`config.mk`:
```
export PLATFORM = sky130hd
export DESIGN_NAME = rx_ring_writer
export DESIGN_NICKNAME = d
export VERILOG_FILES = /design/src/rtl/rrw_pkg.sv /design/src/rtl/rrw_space.sv /design/src/rtl/rrw_hdr_fmt.sv /design/src/rtl/rx_ring_writer.sv
export SDC_FILE = /design/constraint.sdc
export NUM_CORES = 1
export LEC_CHECK = 0
export ABC_CLOCK_PERIOD_IN_PS = 3900
export BUFFER_PORTS_ARGS = -buffer_cell sky130_fd_sc_hd__buf_2
export CORE_MARGIN = 2
export CORE_UTILIZATION = 35
export CTS_CLUSTER_DIAMETER = 120
export DETAILED_ROUTE_END_ITERATION = 12
export PLACE_DENSITY = 0.66
export RECOVER_POWER = 25
export SLEW_MARGIN = 20
export SYNTH_ARGS = -nofsm -noshare
export SYNTH_HDL_FRONTEND = slang
export SYNTH_SLANG_ARGS = --single-unit
export TNS_END_PERCENT = 5
```
`constraint.sdc`:
```
create_clock -name clk -period 3.9 [get_ports clk]
set_input_delay 0.195 -clock clk [delete_from_list [all_inputs] [get_ports clk]]
set_output_delay 0.195 -clock clk [all_outputs]
set_load 0.05 [all_outputs]
```
`src/rtl/rrw_pkg.sv`:
```
package rrw_pkg;
  localparam int CNT_W       = 16;
  localparam int ST_OK_BIT   = 0;
  localparam int ST_ERR_LSB  = 1;
  localparam int ST_KIND_LSB = 13;

  typedef struct packed {
    logic [15:0] count;
    logic [15:0] status;
  } rrw_hdr_t;
endpackage

```
`src/rtl/rrw_space.sv`:
```
module rrw_space #(
  parameter int AW = 13
) (
  input  logic [AW-1:0] rd_off,
  input  logic [AW-1:0] wr_off,
  output logic [AW:0]   free_bytes
);
  logic [AW-1:0] diff;

  always_comb begin
    diff = rd_off - wr_off;
    if (diff == '0) free_bytes = {1'b1, {AW{1'b0}}};
    else            free_bytes = {1'b0, diff};
  end
endmodule

```
`src/rtl/rrw_hdr_fmt.sv`:
```
module rrw_hdr_fmt
  import rrw_pkg::*;
(
  input  logic [4:0]       err,
  input  logic [2:0]       kind,
  input  logic [CNT_W-1:0] count,
  output rrw_hdr_t         hdr
);
  always_comb begin
    hdr = '0;
    hdr.count                                = count;
    hdr.status[ST_OK_BIT]                    = ~|err;
    hdr.status[ST_ERR_LSB +: 5]              = err;
    hdr.status[ST_KIND_LSB +: 3]             = kind;
  end
endmodule

```
`src/rtl/rx_ring_writer.sv`:
```
module rx_ring_writer
  import rrw_pkg::*;
#(
  parameter int RING_BASE_BYTES = 8192,
  parameter int SIZE_IDX        = 0,
  parameter int HOST_PTR_BIAS   = 16,
  localparam int RING_BYTES     = RING_BASE_BYTES << SIZE_IDX,
  localparam int AW             = $clog2(RING_BYTES),
  localparam int WAW            = AW - 2
) (
  input  logic           clk,
  input  logic           rst,
  input  logic           in_valid,
  input  logic [7:0]     in_data,
  input  logic           in_last,
  input  logic [4:0]     in_err,
  input  logic [2:0]     in_kind,
  input  logic           host_ptr_wr,
  input  logic [15:0]    host_ptr,
  input  logic           irq_ack_wr,
  input  logic [1:0]     irq_ack,
  output logic           mem_we,
  output logic [WAW-1:0] mem_addr,
  output logic [3:0]     mem_be,
  output logic [31:0]    mem_wdata,
  output logic           buf_empty,
  output logic           irq_rx_ok,
  output logic           irq_rx_ovf
);
  logic [AW-1:0]    wr_off_q, rd_off_q, wr_off_d, rd_off_d;
  logic [CNT_W-1:0] cnt_q, cnt_inc;
  logic             drop_q, hdr_pend_q, keep_q;
  rrw_hdr_t         hdr_q, hdr_now;
  logic [AW:0]      free_w;
  logic             fits;
  logic [AW-1:0]    byte_addr, entry_len;
  logic             set_ok, set_ovf, clr_ok, clr_ovf;

  rrw_space #(.AW(AW)) u_space (
    .rd_off     (rd_off_q),
    .wr_off     (wr_off_q),
    .free_bytes (free_w)
  );

  assign cnt_inc = cnt_q + 1'b1;

  rrw_hdr_fmt u_fmt (
    .err   (in_err),
    .kind  (in_kind),
    .count (cnt_inc),
    .hdr   (hdr_now)
  );

  // byte k may land only if the finished entry plus a 4-byte guard still fits
  assign fits      = ({1'b0, cnt_q} + (CNT_W+1)'(9)) <= {{(CNT_W-AW){1'b0}}, free_w};
  assign byte_addr = wr_off_q + AW'(4) + cnt_q[AW-1:0];
  assign entry_len = AW'((32'(hdr_q.count) + 32'd7) & ~32'd3);

  assign wr_off_d = (hdr_pend_q && keep_q) ? wr_off_q + entry_len : wr_off_q;
  assign rd_off_d = host_ptr_wr ? host_ptr[AW-1:0] + AW'(HOST_PTR_BIAS) : rd_off_q;

  assign set_ok  = hdr_pend_q && keep_q && hdr_q.status[ST_OK_BIT];
  assign set_ovf = hdr_pend_q && !keep_q;
  assign clr_ok  = irq_ack_wr && irq_ack[0];
  assign clr_ovf = irq_ack_wr && irq_ack[1];

  always_ff @(posedge clk) begin
    if (rst) begin
      wr_off_q   <= '0;
      rd_off_q   <= '0;
      cnt_q      <= '0;
      drop_q     <= 1'b0;
      hdr_pend_q <= 1'b0;
      keep_q     <= 1'b0;
      hdr_q      <= '0;
      buf_empty  <= 1'b1;
      irq_rx_ok  <= 1'b0;
      irq_rx_ovf <= 1'b0;
      mem_we     <= 1'b0;
      mem_addr   <= '0;
      mem_be     <= '0;
      mem_wdata  <= '0;
    end else begin
      wr_off_q   <= wr_off_d;
      rd_off_q   <= rd_off_d;
      buf_empty  <= (wr_off_d == rd_off_d);
      irq_rx_ok  <= (irq_rx_ok  & ~clr_ok)  | set_ok;
      irq_rx_ovf <= (irq_rx_ovf & ~clr_ovf) | set_ovf;
      mem_we     <= 1'b0;
      hdr_pend_q <= 1'b0;
      if (hdr_pend_q && keep_q) begin
        mem_we    <= 1'b1;
        mem_addr  <= wr_off_q[AW-1:2];
        mem_be    <= 4'hF;
        mem_wdata <= hdr_q;
      end
      if (in_valid) begin
        if (!drop_q && fits) begin
          mem_we    <= 1'b1;
          mem_addr  <= byte_addr[AW-1:2];
          mem_be    <= 4'(4'b0001 << byte_addr[1:0]);
          mem_wdata <= {4{in_data}};
        end
        if (in_last) begin
          hdr_pend_q <= 1'b1;
          hdr_q      <= hdr_now;
          keep_q     <= !drop_q && fits;
          cnt_q      <= '0;
          drop_q     <= 1'b0;
        end else begin
          cnt_q  <= cnt_inc;
          drop_q <= drop_q | !fits;
        end
      end
    end
  end


  reset_state_chk: assert property (@(posedge clk)
    rst |=> (buf_empty && !irq_rx_ok && !irq_rx_ovf && !mem_we));


  in_gap_chk: assert property (@(posedge clk) disable iff (rst)
    (in_valid && in_last) |=> !in_valid);


  hdr_after_last_chk: assert property (@(posedge clk) disable iff (rst)
    (mem_we && mem_be == 4'hF) |-> $past(in_valid && in_last, 2));


  byte_lane_chk: assert property (@(posedge clk) disable iff (rst)
    mem_we |-> (mem_be == 4'hF || $countones(mem_be) == 1));


  empty_fall_chk: assert property (@(posedge clk) disable iff (rst)
    ($fell(buf_empty) && !$past(host_ptr_wr)) |-> (mem_we && mem_be == 4'hF));


  ovf_no_hdr_chk: assert property (@(posedge clk) disable iff (rst)
    $rose(irq_rx_ovf) |-> !(mem_we && mem_be == 4'hF));


  ok_hdr_chk: assert property (@(posedge clk) disable iff (rst)
    $rose(irq_rx_ok) |-> (mem_we && mem_be == 4'hF && mem_wdata[0]));
endmodule

```
## Word level (Yosys, flattened, before mapping)

Cells that the tools add are included.

- Output and inout port bits: 51
- Register bits after elaboration: 121
- Logic and storage cells: 66

- Reductions and logical operators: 14
- Bitwise gates (word level): 8
- Shift operators: 1
- Eq/ne operators: 1
- Muxes and demuxes: 18
- $add $sub $neg: 8
- $lt $le $gt $ge: 1

Operators with widths:

| cell | number |
|---|---|
| 32-bit two-way mux | 3 |
| 11-bit two-way mux | 3 |
| 13-bit adder | 2 |
| 13-bit by 3-bit adder with 13-bit output (second input constant) | 2 |
| 13-bit two-way mux | 2 |
| 16-bit by 4-bit adder with 17-bit output (second input constant) | 1 |
| 17-bit by 14-bit less-or-equal comparator with 1-bit output | 1 |
| 16-bit by 1-bit adder with 16-bit output (second input constant) | 1 |
| 16-bit two-way mux | 1 |
| 14-bit two-way mux | 1 |
| 13-bit by 5-bit adder with 13-bit output (second input constant) | 1 |
| 13-bit equality test | 1 |
| 13-bit zero test | 1 |
| 13-bit subtractor | 1 |
| 4-bit two-way mux | 3 |
| 1-bit logical AND | 6 |
| 1-bit two-way mux | 5 |
| 5-bit OR reduction | 1 |
| 1-bit zero test | 4 |
| 1-bit by 2-bit left shift with 4-bit output (first input constant) | 1 |
| 1-bit inverter | 3 |
| 1-bit bitwise OR | 3 |
| 1-bit AND | 2 |
| 2-bit AND reduction | 1 |
| 2-bit OR reduction | 1 |

## Longest topological paths before layout

Gate-level depths: netlist of the first run.

- Depth in word-level cells: 7
- Depth in mapped cells: 20
- Gate-level depth less buffers: 18

## Hierarchy

Synthesis of the first run repeated with hierarchy kept, for this count alone.

- Cells, all modules: 950
- Area total of the unflattened synthesis: 7892.6 µm²

By module, submodules not included:

| module | times used | cells each | sequential area each (µm²) | area each (µm²) |
|---|---|---|---|---|
| rx_ring_writer | 1 | 815 | 2522.4 | 6952.9 |
| rrw_space | 1 | 101 | 0.0 | 691.9 |
| rrw_hdr_fmt | 1 | 34 | 0.0 | 247.7 |

## Worst setup path before layout of the first run

OpenSTA, ideal clock, no wires.

- Path kind: flip-flop to flip-flop
- Start: reg wr_off_q[3]
- End: reg mem_addr[3]
- Buffers on the path: 2
- Cell stages (with the launch flop): 20
- Library setup time: 91 ps
- Data required time: 3809 ps
- Period minus slack after synthesis: 3865 ps
- Arrival time: 3774 ps
- Setup slack: 35 ps
- Path through: dfxtp_1 -> inv_1 -> ha_1 -> nor2b_1 -> o21ai_0 -> a21boi_0 -> o21ai_0 -> a21oi_1 -> or3_1 -> a22oi_1 -> nand4_1 -> ha_1 -> nand4_1 -> nor2_1 -> a31oi_1 -> o41a_1 -> buf_2 -> buf_1 -> nor3_1 -> a311oi_1

- Cells in the longest elaborated chain, start to end: 7

RTL lines:

| item | line | text |
|---|---|---|
| start, declared | rx_ring_writer.sv:30 | `logic [AW-1:0] wr_off_q, rd_off_q, wr_off_d, rd_off_d;` |
| start signal, assigned | rx_ring_writer.sv:84 | `wr_off_q <= wr_off_d;` |
| 13-bit subtractor | rrw_space.sv:11 | `diff = rd_off - wr_off;` |
| 13-bit zero test | rrw_space.sv:12 | `if (diff == '0) free_bytes = {1'b1, {AW{1'b0}}};` |
| 14-bit two-way mux | rrw_space.sv:12 |  |
| 17-bit by 14-bit less-or-equal comparator with 1-bit output | rx_ring_writer.sv:55 | `assign fits = ({1'b0, cnt_q} + (CNT_W+1)'(9)) <= {{(CNT_W-AW){1'b0}}, free_w};` |
| 1-bit logical AND | rx_ring_writer.sv:98 | `if (!drop_q && fits) begin` |
| 11-bit two-way mux (*) | rx_ring_writer.sv:98 |  |
| 11-bit two-way mux (*) | rx_ring_writer.sv:97 | `if (in_valid) begin` |
| end signal, assigned | rx_ring_writer.sv:93 | `mem_addr <= wr_off_q[AW-1:2];` |
| end signal, assigned | rx_ring_writer.sv:100 | `mem_addr <= byte_addr[AW-1:2];` |
| end, declared | rx_ring_writer.sv:23 | `output logic [WAW-1:0] mem_addr,` |

Mark *: on every way between the ends. The rest lies on a longest branch, timed or not.
A chain may end at the register's enable or synchronous reset.

## Worst setup path after layout of the first run

- Start: reg wr_off_q[3]
- End: reg mem_addr[1]

- Cells in the longest elaborated chain, start to end: 7

RTL lines:

| item | line |
|---|---|
| 13-bit subtractor | rrw_space.sv:11 |
| 13-bit zero test | rrw_space.sv:12 |
| 14-bit two-way mux | rrw_space.sv:12 |
| 17-bit by 14-bit less-or-equal comparator with 1-bit output | rx_ring_writer.sv:55 |
| 1-bit logical AND | rx_ring_writer.sv:98 |
| 11-bit two-way mux | rx_ring_writer.sv:98 |
| 11-bit two-way mux (*) | rx_ring_writer.sv:97 |

Marked as above.

==> results of run 1 <==
[flip-flops by register name (all words and copies together) (netlist names)]
register	flops
hdr_pend_q	1
hdr_q	25
mem_addr	11
keep_q	1
buf_empty	1
drop_q	1
irq_rx_ok	1
irq_rx_ovf	1
rd_off_q	13
mem_wdata	32
mem_we	1
wr_off_q	11
cnt_q	16
mem_be	4
[cells by family (layout without fill, tap and decap cells)]
logic type,after synthesis,count (layout)
AO/OA/AOI/OAI,217,217
XOR/XNOR,72,72
adder cells (fa/ha/maj),61,61
buffers and inverters,94,213
flip-flops,119,119
multiplexers,10,10
AND/OR/NAND/NOR,318,318
[power by group]
| part | internal, mW | switching, mW | total, mW |
|---|---|---|---|
| sequential | 1.27 | 0.0371 | 1.31 |
| clock | 0.957 | 0.647 | 1.60 |
| combinational | 0.201 | 0.375 | 0.577 |
| total | 2.43 | 1.06 | 3.49 |
[path summary, 6_finish.rpt]
path	endpoint	slack, ps
worst max-delay path	mem_addr[1]	100
worst min-delay path	hdr_q[1]	10
worst max register to register	mem_addr[1]	100
worst min register to register	hdr_q[31]	460
[routing by layer]
layer  routed length, um  track usage [%]  vias to the layer above
li1                    -                -                     3358
met4                 582             8.00                        0
met5                   0                0                        -
met1                9610             25.8                     3224
met3                1350             4.02                       43
met2               10100             30.5                      210
[repair_timing]
action                                  in CTS  in global routing
resized for setup                           10                 61
endpoints found under the hold margin        8                  0
cloned                                       0                  2
buffers inserted                             0                  1
pin swaps                                    2                 42
endpoints found under the setup margin      50                 50
hold buffers                                 7                  0
[final cells by class]
cell class,count,area [um^2]
Clock buffer,18,429
Clock inverter,14,165
Fill cell,1973,11100
Inverter,36,135
Multi-Input combinational cell,678,4760
Sequential cell,119,2390
Tap cell,270,338
Timing Repair Buffer,145,973
[critical path: stages, from the launching register on]
cell       delay (ps)
dfxtp_2           350
inv_1              60
ha_1              260
nor2b_1           130
o21ai_1           150
a21boi_1           90
o21ai_1           210
a21oi_2           130
or3_4             390
a22oi_2           180
nand4_1           120
ha_1              320
nand4_1            80
nor2_1             50
a31oi_1           200
o41a_1            370
buf_12            200
clkbuf_16         160
nor3_2             50
a311oi_2          190
[Yosys cell counts (all sizes together), types with 8 or more instances]
| cell | number | share of area [%] |
|---|---|---|
| dfxtp | 119 | 33 |
| nand2 | 118 | 6.2 |
| nor2 | 77 | 4.0 |
| ha | 58 | 10 |
| o21ai | 53 | 3.7 |
| a21oi | 48 | 3.3 |
| xnor2 | 45 | 5.4 |
| inv | 36 | 1.9 |
| clkbuf | 32 | 1.7 |
| nor3 | 30 | 2.1 |
| a31oi | 27 | 2.3 |
| buf | 26 | 2.3 |
| nand3 | 26 | 1.8 |
| xor2 | 26 | 3.1 |
| a22o | 10 | 1.2 |
| a311oi | 10 | 1.2 |
| and3 | 10 | 0.86 |
| mux2i | 10 | 1.4 |
| a21o | 9 | 0.93 |
| nand4 | 9 | 0.77 |
| o211ai | 9 | 0.93 |
| o31ai | 9 | 0.93 |
| a22oi | 8 | 0.82 |
| nor2b | 8 | 0.69 |
[metrics by stage]
stage | instance area (um^2) | cells | setup WS [ps] | TNS [ps] | power (mW)
after floorplan | 7280 | 891 | 35.4 | 0 | 1.70
after global placement | 8150 | 1238 | -248 | -5260 | 1.85
after detailed placement | 8150 | 1238 | -308 | -5930 | 1.85
after CTS | 8850 | 1277 | 3.82 | 0 | 3.45
after global routing | 9190 | 1280 | -90.5 | -2020 | 3.61
final | 9190 | 1280 | 103 | 0 | 3.49
==> results by group, run 1 <==
Setup path
  – CP Max Fanout: 8
  – Req. time, crit path: 4240 ps
  – RR Startpoint: wr_off_q[3]
  – R2R cell count: 19
  – Crit. Startpoint: wr_off_q[3]
  – Crit path kind: flip-flop to flip-flop
  – Worst EP arrival: 4140 ps
  – Critical path startpoint category: flip-flop
  – CP endpoint kind: flip-flop

Clocking
  – Clock latency at the later pin of the worst-skew pair: 440 ps
  – Num CTS Buffers: 17
  – CTS sink count: 119
  – CTS tree: built
  – Clock transition at path regs: 60 ps
  – CTS Buffer Depth: 2
  – Clock root buffer: clkbuf_16
  – H-tree depth: 4

Yosys
  – Syn_nets: 992
  – Post-synthesis adder-cell area fraction: 10.8%
  – Async SR Flop Fraction: 0%
  – Simple-Gate Fraction of Synth Area: 20.7%
  – Seq/Total Area, Yosys: 32.7%
  – Mapped Cells: 891
  – Count of different cell masters after synthesis: 67
  – Synth Register Bits: 119
  – Synth Area in Compound Gates: 19.7%
  – Synthesized area: 7280 um^2
  – Main combinational cell family by area after synthesis: simple AND/OR/NAND/NOR gates
  – Post-synthesis xor/xnor area fraction: 8.85%
  – Post-synthesis mux area share: 1.37%
  – Synth warn: 0
  – Syn_area_per_cell: 8.17 um^2
  – Top FF cell, synth: dfxtp_1
  – Post-synth EDFFs: 0

Run
  – Number of max-cap violations: 0

Power and ir drop
  – Leak Pwr: 3.93 nW
  – Max IR drop VDD: 0.000311 V
  – PwrDens: 380 nW/um^2

Final layout
  – Layout cells sized above 1: 23.1%
  – Most frequent cells in the layout: nand2_1 (115), dfxtp_1 (115), buf_2 (87)
  – Nets@finish: 1098
  – Area Growth Syn to Fin: 26.1%
  – Diode count: 0
  – Layout Utilization: 45.3%

Global route
  – GRT Util Overall: 19.3%
  – Initial antenna violation count: 1
  – Largest net degree at the start of global routing: 61
  – Grt ovf: 0
  – First-pass GRT wire length: 33400 um
  – Number of global-route vias before repair: 6351

STA
  – Setup-failing EPs final: 0
  – Max Slew Vio Count: 0
  – Highest Clock Rate: 263 MHz
  – RSZ-0062 raised after global routing: true
  – Headroom to the max-slew limit: 49.1%
  – Final worst-path cycle share: 97.4%
  – Crit path time final: 3800 ps
  – Clock Skews: 10.7 ps
  – Least-Margin Pin Slew: 763 ps
  – Endpoints failing hold: 0
  – WHS: 11.2 ps

Die
  – Die W: 148 um
  – DIE HEIGHT: 148 um
  – I/O pins: 91
  – Core area: 20300 um^2
  – Row cnt: 52
  – Initial core utilization: 35.9%
  – Die ar.: 22000 um^2

Route
  – First-pass DRT Iterations: 5
  – WL final: 21600 um
  – Iter 0 DRT Violations: 617
  – Drt wl/cell: 16.9 um
  – Final ANT Viol Nets: 0
  – # DRC: 0
  – Routed vias: 6835
  – Via density: 5.34

Status
  – Outcome: finished, final reports clean

Placed design
  – Number of port buffers: 87
  – DP HPWL: 15300 um
  – Final GP Congestion: 0.868

Min path
  – Worst Hold Depth: 2
  – Hold Path Origin: in_err[0]
  – Min-Delay Path Class: primary input to flip-flop
Note: power is estimated with default switching activity, not from simulation.
==> run 2, diff against run 1 <==
ABC_CLOCK_PERIOD_IN_PS = 4200   (was 3900)
PLACE_DENSITY = not set   (was 0.66)
clock period = 4.2 ns   (was 3.9 ns; I/O delays follow)
==> run 2 against run 1 <==
  * Register-to-register slack gained 130 ps
  * Total power fell by 9.3%
  * Clock skew down 2.2 ps
  * Via count decreased by 3.0%
  * Routed wire length is 2.8% lower
  * Highest routed layer unchanged
  * Die area did not move
  * Non-clock buffer count is 19 lower
  * Global-route usage barely moved
  * Sequential cell count unchanged
==> results by group, run 2 (synthesis results as in run 1) <==
Min path
  – Worst Hold Depth: 2
  – Hold Path Origin: in_err[0]
  – Hold Path End: hdr_q[1]
  – Min-Delay Path Class: primary input to flip-flop

Clocking
  – Clock latency at the later pin of the worst-skew pair: 430 ps
  – Clock transition at path regs: 60 ps
  – H-tree depth: 4
  – Num CTS Buffers: 17
  – CTS Buffer Depth: 2
  – Clock root buffer: clkbuf_16
  – CTS tree: built
  – CTS sink count: 119

STA
  – Setup-failing EPs final: 0
  – WHS: 23.7 ps
  – Crit path time final: 3960 ps
  – RSZ-0062 raised after global routing: false
  – Max Slew Vio Count: 0
  – Endpoints failing hold: 0
  – Final worst-path cycle share: 94.4%
  – Least-Margin Pin Slew: 817 ps
  – Clock Skews: 8.51 ps
  – Headroom to the max-slew limit: 45.5%
  – Highest Clock Rate: 252 MHz
  – Fin Setup TNS: 0 ps

Route
  – # DRC: 0
  – First-pass DRT Iterations: 5
  – Iter 0 DRT Violations: 469
  – WL final: 21000 um
  – Via density: 5.26
  – Drt wl/cell: 16.7 um
  – Routed vias: 6629
  – Final ANT Viol Nets: 0

Setup path
  – Worst EP arrival: 4270 ps
  – RR Startpoint: rd_off_q[2]
  – R2R cell count: 19
  – Crit path kind: flip-flop to flip-flop
  – Critical path startpoint category: flip-flop
  – CP Max Fanout: 28
  – Crit. Startpoint: rd_off_q[2]
  – CP endpoint kind: flip-flop
  – Largest stage delay, worst path: 420 ps
  – Worst path bufs/invs: 3
  – Req. time, crit path: 4510 ps
  – CP delay by family, top: compound AO/OA/AOI/OAI gates
  – Max stage delay cell, worst path: o41a_1
  – R2r setup slk: 240 ps
  – Crit-path cells: inv_1 > ha_1 > fa_1 > nor2b_1 > o21ai_0 > a21boi_1 > o21ai_1 > a21oi_2 > nor2_1 > a211oi_2 > ha_1 > and4_1 > o21ai_1 > a21oi_1 > o41a_1 > buf_12 > o31ai_1 > buf_4 > a31oi_1
  – Worst r2r dst: mem_wdata[0]

Die
  – Die W: 148 um
  – I/O pins: 91
  – Die ar.: 22000 um^2
  – Row cnt: 52
  – Core area: 20300 um^2
  – DIE HEIGHT: 148 um
  – Initial core utilization: 35.9%

Power and ir drop
  – Leak Pwr: 3.69 nW
  – Max IR drop VDD: 0.000233 V
  – PwrDens: 363 nW/um^2

Final layout
  – Most common cell after layout, fill and taps aside: dfxtp_1
  – Area Growth Syn to Fin: 19.5%
  – Layout cells sized above 1: 15.9%
  – Most frequent cells in the layout: dfxtp_1 (119), nand2_1 (116), nor2_1 (75)
  – Diode count: 0
  – Nets@finish: 1079
  – Register area: 2380 um^2
  – Multi-input gate area: 4530 um^2
  – Top flop regs: mem_wdata (32), hdr_q (25), cnt_q (16)
  – Register bank with the most flops: mem_wdata
  – Max FFs per register: 32
  – Filler cells: 2091

Status
  – Outcome: finished, final reports clean

Global route
  – Initial antenna violation count: 0
  – Largest net degree at the start of global routing: 60
  – Grt ovf: 0
  – Number of global-route vias before repair: 6212
  – GRT Util Overall: 19.3%
  – First-pass GRT wire length: 33200 um

Run
  – Number of max-cap violations: 0

Placed design
  – Number of port buffers: 87
  – Final GP Congestion: 0.864
  – DP HPWL: 15500 um
[run 2: cell types whose count changed in the layout (fill, tap and decap cells not counted), sizes merged]
cell / change
clkinvlp: +1
inv: +4
bufinv: -1
dlygate4sd3: -2
buf: -36
clkbuf: +18
clkinv: -3
[run 2: report_power, final]
part	switching (mW)	total [mW]	internal, mW
logic	0.331	0.491	0.160
registers	0.0325	1.21	1.18
clock network	0.621	1.46	0.838
[run 2: how the worst max path moves through the flow]
stage,cells after the start,to,slack (ps)
after floorplan,19,mem_addr[3],340
final,19,mem_wdata[0],240
after global placement,19,mem_wdata[13],110
after global routing,19,mem_wdata[23],10
after detailed placement,19,mem_wdata[23],70
after CTS,19,mem_wdata[13],10
[run 2: worst reg2reg max path: cells and delay by family, from the launching register on]
kind                       cells  cell delay [ps]
DFF                            1              330
AOI/OAI and AO/OA             10             1760
buffers and inverters          3              430
adders and majority gates      3              900
and+or+nand+nor                3              430
[run 2: routing by layer]
metal  track usage (%)  vias to the layer above  share of wire, %
li1                  -                     3333                 -
met1              26.8                     3110                48
met2              30.5                      163                46
met3              3.19                       23               4.5
met4              6.43                        0               1.6
met5                 0                        -                 0
[run 2: area by class of cell]
| type | instances | area share [%] |
|---|---|---|
| Clock inverter | 15 | 1.80 |
| Sequential cell | 119 | 27.4 |
| Timing Repair Buffer | 126 | 8.51 |
| Tap cell | 270 | 3.88 |
| Inverter | 36 | 1.55 |
| Multi-Input combinational cell | 678 | 52.0 |
| Clock buffer | 17 | 4.89 |
[run 2: timing repair]
| item | 4_1_cts | 5_1_grt |
|---|---|---|
| buffers inserted | 0 | 1 |
| resized for setup | 0 | 12 |
| endpoints found under the setup margin | 0 | 49 |
| hold buffers | 5 | 0 |
| hold endpoints to repair | 5 | 0 |
[run 2: stage by stage]
stage	power, mW	instance area (um^2)	setup WS [ps]	instances	utilization [%]
CTS	3.17	8680	14.8	1260	42.8
detailed placement	1.72	8050	68.5	1223	39.6
global route	3.27	8700	11.3	1261	42.9
global placement	1.71	8050	110	1223	39.6
finish	3.16	8700	237	1261	42.9
floorplan	1.58	7280	335	891	-
